`src/rtl/shadow_attr_pkg.sv`:
```
package shadow_attr_pkg;
    localparam int DATA_W      = 8;
    localparam int CTRL_W      = 4;
    localparam int CTRL_RD_BIT = 1;   // 1: reads served by internal DRAM
    localparam int CTRL_WP_BIT = 0;   // 1: writes go external (protected)

    typedef enum logic {
        RM_QUIET = 1'b0,
        RM_FLAG  = 1'b1
    } remap_state_e;
endpackage

```
`src/rtl/shadow_cfg_regs.sv`:
```
module shadow_cfg_regs
    import shadow_attr_pkg::*;
#(
    parameter int SEG_CNT = 8
) (
    input  logic               clk,
    input  logic               rst_n,
    input  logic               cfg_we,
    input  logic               cfg_sel,
    input  logic [DATA_W-1:0]  cfg_wdata,
    output logic [DATA_W-1:0]  cfg_rdata,
    output logic [SEG_CNT-1:0] seg_en,
    output logic [CTRL_W-1:0]  shd_ctrl,
    output logic               route_change
);
    localparam int PAD_EN   = DATA_W - SEG_CNT;
    localparam int PAD_CTRL = DATA_W - CTRL_W;

    logic en_diff;
    logic ctrl_diff;

    always_ff @(posedge clk) begin
        if (!rst_n) begin
            seg_en   <= '0;
            shd_ctrl <= '0;
        end else if (cfg_we) begin
            if (cfg_sel) shd_ctrl <= cfg_wdata[CTRL_W-1:0];
            else         seg_en   <= cfg_wdata[SEG_CNT-1:0];
        end
    end

    always_comb begin
        en_diff   = cfg_wdata[SEG_CNT-1:0] != seg_en;
        ctrl_diff = cfg_wdata[1:0] != shd_ctrl[1:0];
        route_change = cfg_we && (cfg_sel ? ctrl_diff : en_diff);
    end

    generate
        if (PAD_EN > 0) begin : g_pad
            always_comb
                cfg_rdata = cfg_sel ? {{PAD_CTRL{1'b0}}, shd_ctrl}
                                    : {{PAD_EN{1'b0}}, seg_en};
        end else begin : g_nopad
            always_comb
                cfg_rdata = cfg_sel ? {{PAD_CTRL{1'b0}}, shd_ctrl} : seg_en;
        end
    endgenerate
endmodule

```
`src/rtl/shadow_seg_decode.sv`:
```
module shadow_seg_decode
    import shadow_attr_pkg::*;
#(
    parameter int          ADDR_W     = 20,
    parameter int          SEG_CNT    = 8,
    parameter int          SEG_SHIFT  = 15,
    parameter int          BIOS_FIRST = 4,
    parameter logic [31:0] WIN_BASE   = 32'h000C_0000
) (
    input  logic [ADDR_W-1:0]  mem_addr,
    input  logic [SEG_CNT-1:0] seg_en,
    input  logic [CTRL_W-1:0]  shd_ctrl,
    output logic               rd_internal,
    output logic               wr_internal,
    output logic               bios_shadow_rd,
    output logic               bios_shadow_wr
);
    localparam int IDX_W  = $clog2(SEG_CNT);
    localparam int WIN_LO = SEG_SHIFT + IDX_W;
    localparam logic [ADDR_W-1:0] BASE_V = WIN_BASE[ADDR_W-1:0];

    logic               in_win;
    logic [IDX_W-1:0]   seg_idx;
    logic [SEG_CNT-1:0] seg_hit;
    logic [SEG_CNT-1:0] bios_mask;

    assign in_win  = mem_addr[ADDR_W-1:WIN_LO] == BASE_V[ADDR_W-1:WIN_LO];
    assign seg_idx = mem_addr[SEG_SHIFT +: IDX_W];

    for (genvar i = 0; i < SEG_CNT; i++) begin : g_seg
        assign seg_hit[i]   = in_win && (seg_idx == IDX_W'(i)) && seg_en[i];
        assign bios_mask[i] = (i >= BIOS_FIRST) && seg_en[i];
    end

    always_comb begin
        rd_internal    = (|seg_hit) &&  shd_ctrl[CTRL_RD_BIT];
        wr_internal    = (|seg_hit) && !shd_ctrl[CTRL_WP_BIT];
        bios_shadow_rd = (|bios_mask) &&  shd_ctrl[CTRL_RD_BIT];
        bios_shadow_wr = (|bios_mask) && !shd_ctrl[CTRL_WP_BIT];
    end
endmodule

```
`src/rtl/shadow_remap_fsm.sv`:
```
module shadow_remap_fsm
    import shadow_attr_pkg::*;
(
    input  logic clk,
    input  logic rst_n,
    input  logic route_change,
    output logic remap_pulse
);
    remap_state_e state_q;
    remap_state_e state_d;

    always_ff @(posedge clk) begin
        if (!rst_n) state_q <= RM_QUIET;
        else        state_q <= state_d;
    end

    always_comb begin
        state_d = state_q;
        unique case (state_q)
            RM_QUIET: if (route_change) state_d = RM_FLAG;
            RM_FLAG:  state_d = route_change ? RM_FLAG : RM_QUIET;
            default:  state_d = RM_QUIET;
        endcase
    end

    always_comb begin
        remap_pulse = 1'b0;
        unique case (state_q)
            RM_QUIET: remap_pulse = 1'b0;
            RM_FLAG:  remap_pulse = 1'b1;
            default:  remap_pulse = 1'b0;
        endcase
    end
endmodule

```
`src/rtl/shadow_attr_dec.sv`:
```
module shadow_attr_dec
    import shadow_attr_pkg::*;
#(
    parameter int          ADDR_W     = 20,
    parameter int          SEG_CNT    = 8,
    parameter int          SEG_SHIFT  = 15,
    parameter int          BIOS_FIRST = 4,
    parameter logic [31:0] WIN_BASE   = 32'h000C_0000
) (
    input  logic              clk,
    input  logic              rst_n,
    input  logic              cfg_we,
    input  logic              cfg_sel,
    input  logic [DATA_W-1:0] cfg_wdata,
    output logic [DATA_W-1:0] cfg_rdata,
    input  logic [ADDR_W-1:0] mem_addr,
    output logic              rd_internal,
    output logic              wr_internal,
    output logic              bios_shadow_rd,
    output logic              bios_shadow_wr,
    output logic              remap_pulse
);
    logic [SEG_CNT-1:0] seg_en;
    logic [CTRL_W-1:0]  shd_ctrl;
    logic               route_change;

    shadow_cfg_regs #(.SEG_CNT(SEG_CNT)) u_regs (
        .clk          (clk),
        .rst_n        (rst_n),
        .cfg_we       (cfg_we),
        .cfg_sel      (cfg_sel),
        .cfg_wdata    (cfg_wdata),
        .cfg_rdata    (cfg_rdata),
        .seg_en       (seg_en),
        .shd_ctrl     (shd_ctrl),
        .route_change (route_change)
    );

    shadow_seg_decode #(
        .ADDR_W     (ADDR_W),
        .SEG_CNT    (SEG_CNT),
        .SEG_SHIFT  (SEG_SHIFT),
        .BIOS_FIRST (BIOS_FIRST),
        .WIN_BASE   (WIN_BASE)
    ) u_dec (
        .mem_addr       (mem_addr),
        .seg_en         (seg_en),
        .shd_ctrl       (shd_ctrl),
        .rd_internal    (rd_internal),
        .wr_internal    (wr_internal),
        .bios_shadow_rd (bios_shadow_rd),
        .bios_shadow_wr (bios_shadow_wr)
    );

    shadow_remap_fsm u_fsm (
        .clk          (clk),
        .rst_n        (rst_n),
        .route_change (route_change),
        .remap_pulse  (remap_pulse)
    );
endmodule

```
`config.mk`:
```
export PLATFORM = sky130hd
export DESIGN_NAME = shadow_attr_dec
export DESIGN_NICKNAME = d
export VERILOG_FILES = /design/src/rtl/shadow_attr_pkg.sv /design/src/rtl/shadow_cfg_regs.sv /design/src/rtl/shadow_seg_decode.sv /design/src/rtl/shadow_remap_fsm.sv /design/src/rtl/shadow_attr_dec.sv
export SDC_FILE = /design/constraint.sdc
export NUM_CORES = 1
export LEC_CHECK = 0
export ABC_CLOCK_PERIOD_IN_PS = 1230
export BUFFER_PORTS_ARGS = -buffer_cell sky130_fd_sc_hd__buf_2
export CORE_AREA = 2 2 58 43
export DETAILED_ROUTE_END_ITERATION = 7
export DIE_AREA = 0 0 60 45
export GPL_TIMING_DRIVEN = 0
export PLACE_DENSITY = 0.71
export SLEW_MARGIN = 20
export SYNTH_ARGS = -nofsm -noshare
export SYNTH_HDL_FRONTEND = slang
export SYNTH_HIERARCHICAL = 1
export SYNTH_SLANG_ARGS = --single-unit
```
`constraint.sdc`:
```
create_clock -name clk -period 1.23 [get_ports clk]
set_input_delay 0.0615 -clock clk [delete_from_list [all_inputs] [get_ports clk]]
set_output_delay 0.0615 -clock clk [all_outputs]
set_load 0.1 [all_outputs]
```
Word level (Yosys, flattened, before mapping). Index checks and enable logic that the tools add are counted.

Equality and inequality tests: 10. Multiplexer cells: 4. Bitwise logic cells: 2. Reductions and logical operators: 27.

Operators by type and width (count): $logic_and A1 B1 Y1 (21); $eq A3 B3 Y1 const B (4); $mux W8 (1); $ne A8 B8 Y1 (1); $reduce_or A8 Y1 (1); $eq A3 B2 Y1 const B (2); $reduce_and A2 Y1 (2); $reduce_or A4 Y1 (1); $eq A3 B1 Y1 const B (1); $logic_not A3 Y1 (1); $eq A2 B2 Y1 const B (1); $mux W1 (2); $ne A2 B2 Y1 (1); $not A1 Y1 (2); $pmux W1 S2 (1); $logic_not A1 Y1 (1).

Bits in registers: 13. Input port bits: 32. Output and inout bits: 13. Logic and storage cells: 46.

Logic depth before layout (Yosys ltp).
Word-level depth: 5. Depth in mapped cells: 5. Mapped depth without buffers: 5.

Cells and area by module. Netlist, hierarchy kept.

By module, submodules not included: shadow_cfg_regs (instances 1, cells each 78, area each 688.2 µm², sequential area each 240.2 µm²); shadow_seg_decode (instances 1, cells each 15, area each 108.9 µm², sequential area each 0.0 µm²); shadow_remap_fsm (instances 1, cells each 2, area each 26.3 µm², sequential area each 20.0 µm²).

Worst setup path after synthesis. OpenSTA, ideal clock, no wires.

Path type: register to output. Start: reg u_regs.seg_en[7]. End: out rd_internal. Arrival: 3.730 ns. Data required time: 1.168 ns. Slack: -2.561 ns. Stages on the path, launching flop included: 4. Path buffers: 0. Path through: dfxtp_1 mux2_1 o22ai_1 nor4b_1.

Cells in the longest elaborated chain, start to end: 3.

Ends and longest elaborated chain: start, declared (line shadow_cfg_regs.sv:12) `output logic [SEG_CNT-1:0] seg_en,`; start signal, assigned (line shadow_cfg_regs.sv:28) `else seg_en <= cfg_wdata[SEG_CNT-1:0];`; $logic_and A1 B1 Y1 (line shadow_seg_decode.sv:31) `assign seg_hit[i] = in_win && (seg_idx == IDX_W'(i)) && seg_en[i];`; $reduce_or A8 Y1 (line shadow_seg_decode.sv:36) `rd_internal = (|seg_hit) && shd_ctrl[CTRL_RD_BIT];`; $logic_and A1 B1 Y1 (line shadow_seg_decode.sv:36); end, declared (line shadow_attr_dec.sv:17) `output logic rd_internal,`.

No other way between the ends.

Final worst setup path.
Start: reg u_regs.seg_en[2]. End: out rd_internal.

The elaborated chain is that of the path after synthesis.

==> parameters.txt <==
Parameter                              Value

Routing
  Wire length reported by the detailed router    2110 µm
  Overall via count from detail_route    786
  Number of nets with antenna violations after detailed routing    0
  Ratio of routed vias to standard cells    4.79
  Detailed-route wire length per cell    12.9 µm
  Remaining design rule violation count    0
  Detailed-router iteration count before antenna repair    3
  First DRT Iteration DRCs    16

Timing
  Peak Freq    0.636 GHz
  Unrepaired setup endpoints after global routing    true
  Slew headroom    68.1%
  Worst setup skew after layout    0.00294 ns
  Measured slew at the worst slew-check pin    0.483 ns
  Hold Violations, Final    0
  Number of max-slew violations in the final report    0
  Crit path time final    1.57 ns
  Final cycle utilization of the critical path    128%
  Number of failing setup endpoints in the final timing report    7
  Setup slack of the critical path after layout    -0.341 ns

Worst setup path
  Kind of critical path    register to output port
  Data arrival at the endpoint of the critical path    1.51 ns
  Path depth of the worst reg2reg path    7
  Family with the most delay on the worst path    flip-flops
  RR Startpoint    u_regs/seg_en[2]$_SDFFE_PN0P_
  Number of buffers and inverters on the critical path    1
  Data required time of the critical path    1.17 ns
  Type of origin of the critical path    register
  Terminus of the critical flop-to-flop path    u_fsm/state_q$_SDFF_PN0_
  Crit path largest cell delay    0.33 ns
  Largest fanout of any net on the critical path    2
  Register-to-register setup slack    -0.03 ns
  CP Cell Sequence    mux2_4 > o311ai_4 > nor4b_4 > buf_6
  Sort of element at the end of the critical path    output port
  Cell with the biggest individual delay on the critical path    sky130_fd_sc_hd__dfxtp_2

Placement
  Placer's final routability congestion estimate    0.736
  Place WS    -0.329 ns
  Detailed placement HPWL    1570 µm
  Port-buffer cells    29

Layout
  Net count of the finished layout    165
  Number of inserted filler cells in the final layout    182
  Number of diodes added for antenna fixing    0
  Area growth, synth to finish    64.9%
  Ratio of cells with drive above 1 in the final layout    59.8%
  Area of combinational cells with multiple inputs    698 µm²
  Register cell area after layout    283 µm²

Synthesis
  Mean area per synthesized cell    8.67 µm²
  Biggest area contributors in the synthesized netlist    sky130_fd_sc_hd__dfxtp_1 (32%), sky130_fd_sc_hd__a21boi_2 (11%), sky130_fd_sc_hd__nand2_1 (10%), sky130_fd_sc_hd__xnor2_1 (8.5%), sky130_fd_sc_hd__mux2_2 (8.2%)
  Synth cell types    25
  Post-synthesis cell type with the largest combined area    sky130_fd_sc_hd__dfxtp_1
  Warnings, synthesis    6
  Top cell type's share of synthesized area    31.6%
  Post-synthesis sequential area ratio    31.6%
  Netlist area before placement    823 µm²
  Post-synthesis cell count    95
  #FFs+latches synth    13
  Mapped Nets    127

Hold path
  Hold Startpoint    cfg_wdata[4]
  Worst hold stages    3
  Worst min-delay path endpoint    u_regs/seg_en[4]$_SDFFE_PN0P_
  Worst hold-check path type    input port to register

Power and ir drop
  Cell leakage power    0.000519 µW
  Power density relative to cell area    880 nW/µm²
  Power consumption    1200 µW
  Highest ir drop seen on vdd    0.642 mV

Clock network
  Clock Pin Slew Worst Setup and Hold Paths    0.08 ns
  Number of buffers inserted during clock tree synthesis    3
  Clock net sink count    13
  Later-pin clock latency in the skew report    0.28 ns
  Maximum buffer depth of the clock tree    2
  Clock root buffer    sky130_fd_sc_hd__clkbuf_4
  H-tree levels    1
  TritonCTS clock tree    done

Floorplan
  Area of the core    2120 µm²
  Die span in y    45 µm
  Horizontal die dimension    60 µm
  Top Ports    45
  Initial Utilization    38.8%
  Total die area    2700 µm²
  Row cnt    14

GRT
  Total global routing overflow    0
  Initial antenna violation count    0
  Number of global-route vias before repair    795
  Largest net degree at the start of global routing    11
  Aggregate global-route resource usage    18.3%
  Global-route wire length before repair    3570 µm

Status
  Violations in the final reports    negative setup slack
  Status    complete, but fails checks

Run
  Max-capacitance violation count    0
==> cell families after synthesis <==
kind of cell	share of synthesized area, %
AND/OR/NAND/NOR	25.4
AO/OA/AOI/OAI	18.7
flip-flops	31.6
XOR/XNOR	10.6
multiplexers	9.57
buffers and inverters	4.10
==> power by group <==
part           switching, µW  internal [µW]
combinational            281            178
sequential              25.4            438
clock                    146            126
total                    453            742
==> per-layer routing <==
metal | global-route usage (%) | up-vias | wire, µm
met2 | 30.9 | 25 | 963
li1 | - | 400 | -
met5 | 0 | - | 0
met4 | 4.00 | 0 | 21
met1 | 23.3 | 357 | 1020
met3 | 5.44 | 4 | 110
==> cell usage after synthesis <==
cell                        number
sky130_fd_sc_hd__o311ai_1        1
sky130_fd_sc_hd__buf_6           1
sky130_fd_sc_hd__xor2_1          2
sky130_fd_sc_hd__nor2_1          2
sky130_fd_sc_hd__a21boi_2        8
sky130_fd_sc_hd__xnor2_1         8
sky130_fd_sc_hd__o22ai_1         1
sky130_fd_sc_hd__buf_4           2
sky130_fd_sc_hd__nor2b_1         6
sky130_fd_sc_hd__clkbuf_1        1
sky130_fd_sc_hd__nand2_1        22
sky130_fd_sc_hd__and2_1          1
sky130_fd_sc_hd__nor4_1          2
sky130_fd_sc_hd__nor4b_1         1
sky130_fd_sc_hd__nand4_1         2
sky130_fd_sc_hd__a2111oi_0       1
sky130_fd_sc_hd__a21boi_1        4
sky130_fd_sc_hd__mux2_1          1
sky130_fd_sc_hd__dfxtp_1        13
sky130_fd_sc_hd__nand2b_1        2
sky130_fd_sc_hd__nand3_1         4
sky130_fd_sc_hd__mux2_2          6
sky130_fd_sc_hd__nor2b_2         1
sky130_fd_sc_hd__o21ai_0         2
sky130_fd_sc_hd__inv_1           1
==> per-stage QoR <==
step | util, % | setup TNS, ns | instance area (µm²) | std cells | hold WS (ns)
finish | 64.0 | -1.07 | 1360 | 164 | 0.0264
global route | 64.0 | -1.46 | 1360 | 164 | 0.0244
CTS | 63.1 | -1.20 | 1340 | 164 | 0.0208
detailed placement | 54.0 | -1.13 | 1140 | 156 | 0.323
global placement | 54.0 | -1.00 | 1140 | 156 | 0.320
floorplan | - | -1.14 | 958 | 95 | 0.189
==> worst min-delay path: stages <==
cell and delay [ns]:
sky130_fd_sc_hd__buf_2 0.11, sky130_fd_sc_hd__nand2_1 0.06, sky130_fd_sc_hd__a21boi_2 0.04
==> state kept, by name, summed over array words and instances, names as in the netlist <==
signal and count:
u_regs/seg_en 8, u_fsm/state_q 1, u_regs/shd_ctrl 4
==> area by class of cell <==
| class | count | area share [%] |
|---|---|---|
| multi-input cells | 77 | 51.4 |
| flip-flops and latches | 13 | 20.8 |
| repair buffers | 33 | 20.4 |
| well taps | 32 | 2.95 |
| plain buffers | 4 | 2.21 |
| clock buffers | 4 | 1.94 |
| inverters | 1 | 0.276 |
==> worst max-delay path by stage <==
stage,cells past startpoint,endpoint,from,slack (ns)
after global placement,4,rd_internal,u_regs/seg_en[0]$_SDFFE_PN0P_,-0.30
after detailed placement,4,rd_internal,u_regs/seg_en[0]$_SDFFE_PN0P_,-0.33
final,4,rd_internal,u_regs/seg_en[2]$_SDFFE_PN0P_,-0.34
after floorplan,3,rd_internal,u_regs/seg_en[2]$_SDFFE_PN0P_,-0.53
after CTS,4,rd_internal,u_regs/seg_en[2]$_SDFFE_PN0P_,-0.39
after global routing,4,rd_internal,u_regs/seg_en[2]$_SDFFE_PN0P_,-0.39
==> timing repair <==
action                     4_1_cts  5_1_grt
gates resized for setup         39        8
pin swaps                        6        6
setup buffers                    4        2
hold buffers                     0        0
setup endpoints to repair       12       11
==> cells in the final DEF, fill, tap and decap left out, types with 2 or more instances in the layout <==
cell type and instances:
sky130_fd_sc_hd__a21boi_1 4, sky130_fd_sc_hd__a21boi_2 8, sky130_fd_sc_hd__buf_12 3, sky130_fd_sc_hd__buf_2 17, sky130_fd_sc_hd__buf_4 7, sky130_fd_sc_hd__buf_6 8
sky130_fd_sc_hd__clkbuf_1 2, sky130_fd_sc_hd__clkbuf_4 3, sky130_fd_sc_hd__dfxtp_1 3, sky130_fd_sc_hd__dfxtp_2 6, sky130_fd_sc_hd__dfxtp_4 4, sky130_fd_sc_hd__mux2_2 2
sky130_fd_sc_hd__mux2_4 5, sky130_fd_sc_hd__nand2_1 22, sky130_fd_sc_hd__nand2b_1 2, sky130_fd_sc_hd__nand3_1 4, sky130_fd_sc_hd__nand4_1 2, sky130_fd_sc_hd__nor2b_4 6
sky130_fd_sc_hd__nor4_4 2, sky130_fd_sc_hd__o21ai_1 2, sky130_fd_sc_hd__xnor2_1 7, sky130_fd_sc_hd__xor2_1 2
Power figures use the tool's default switching activity.
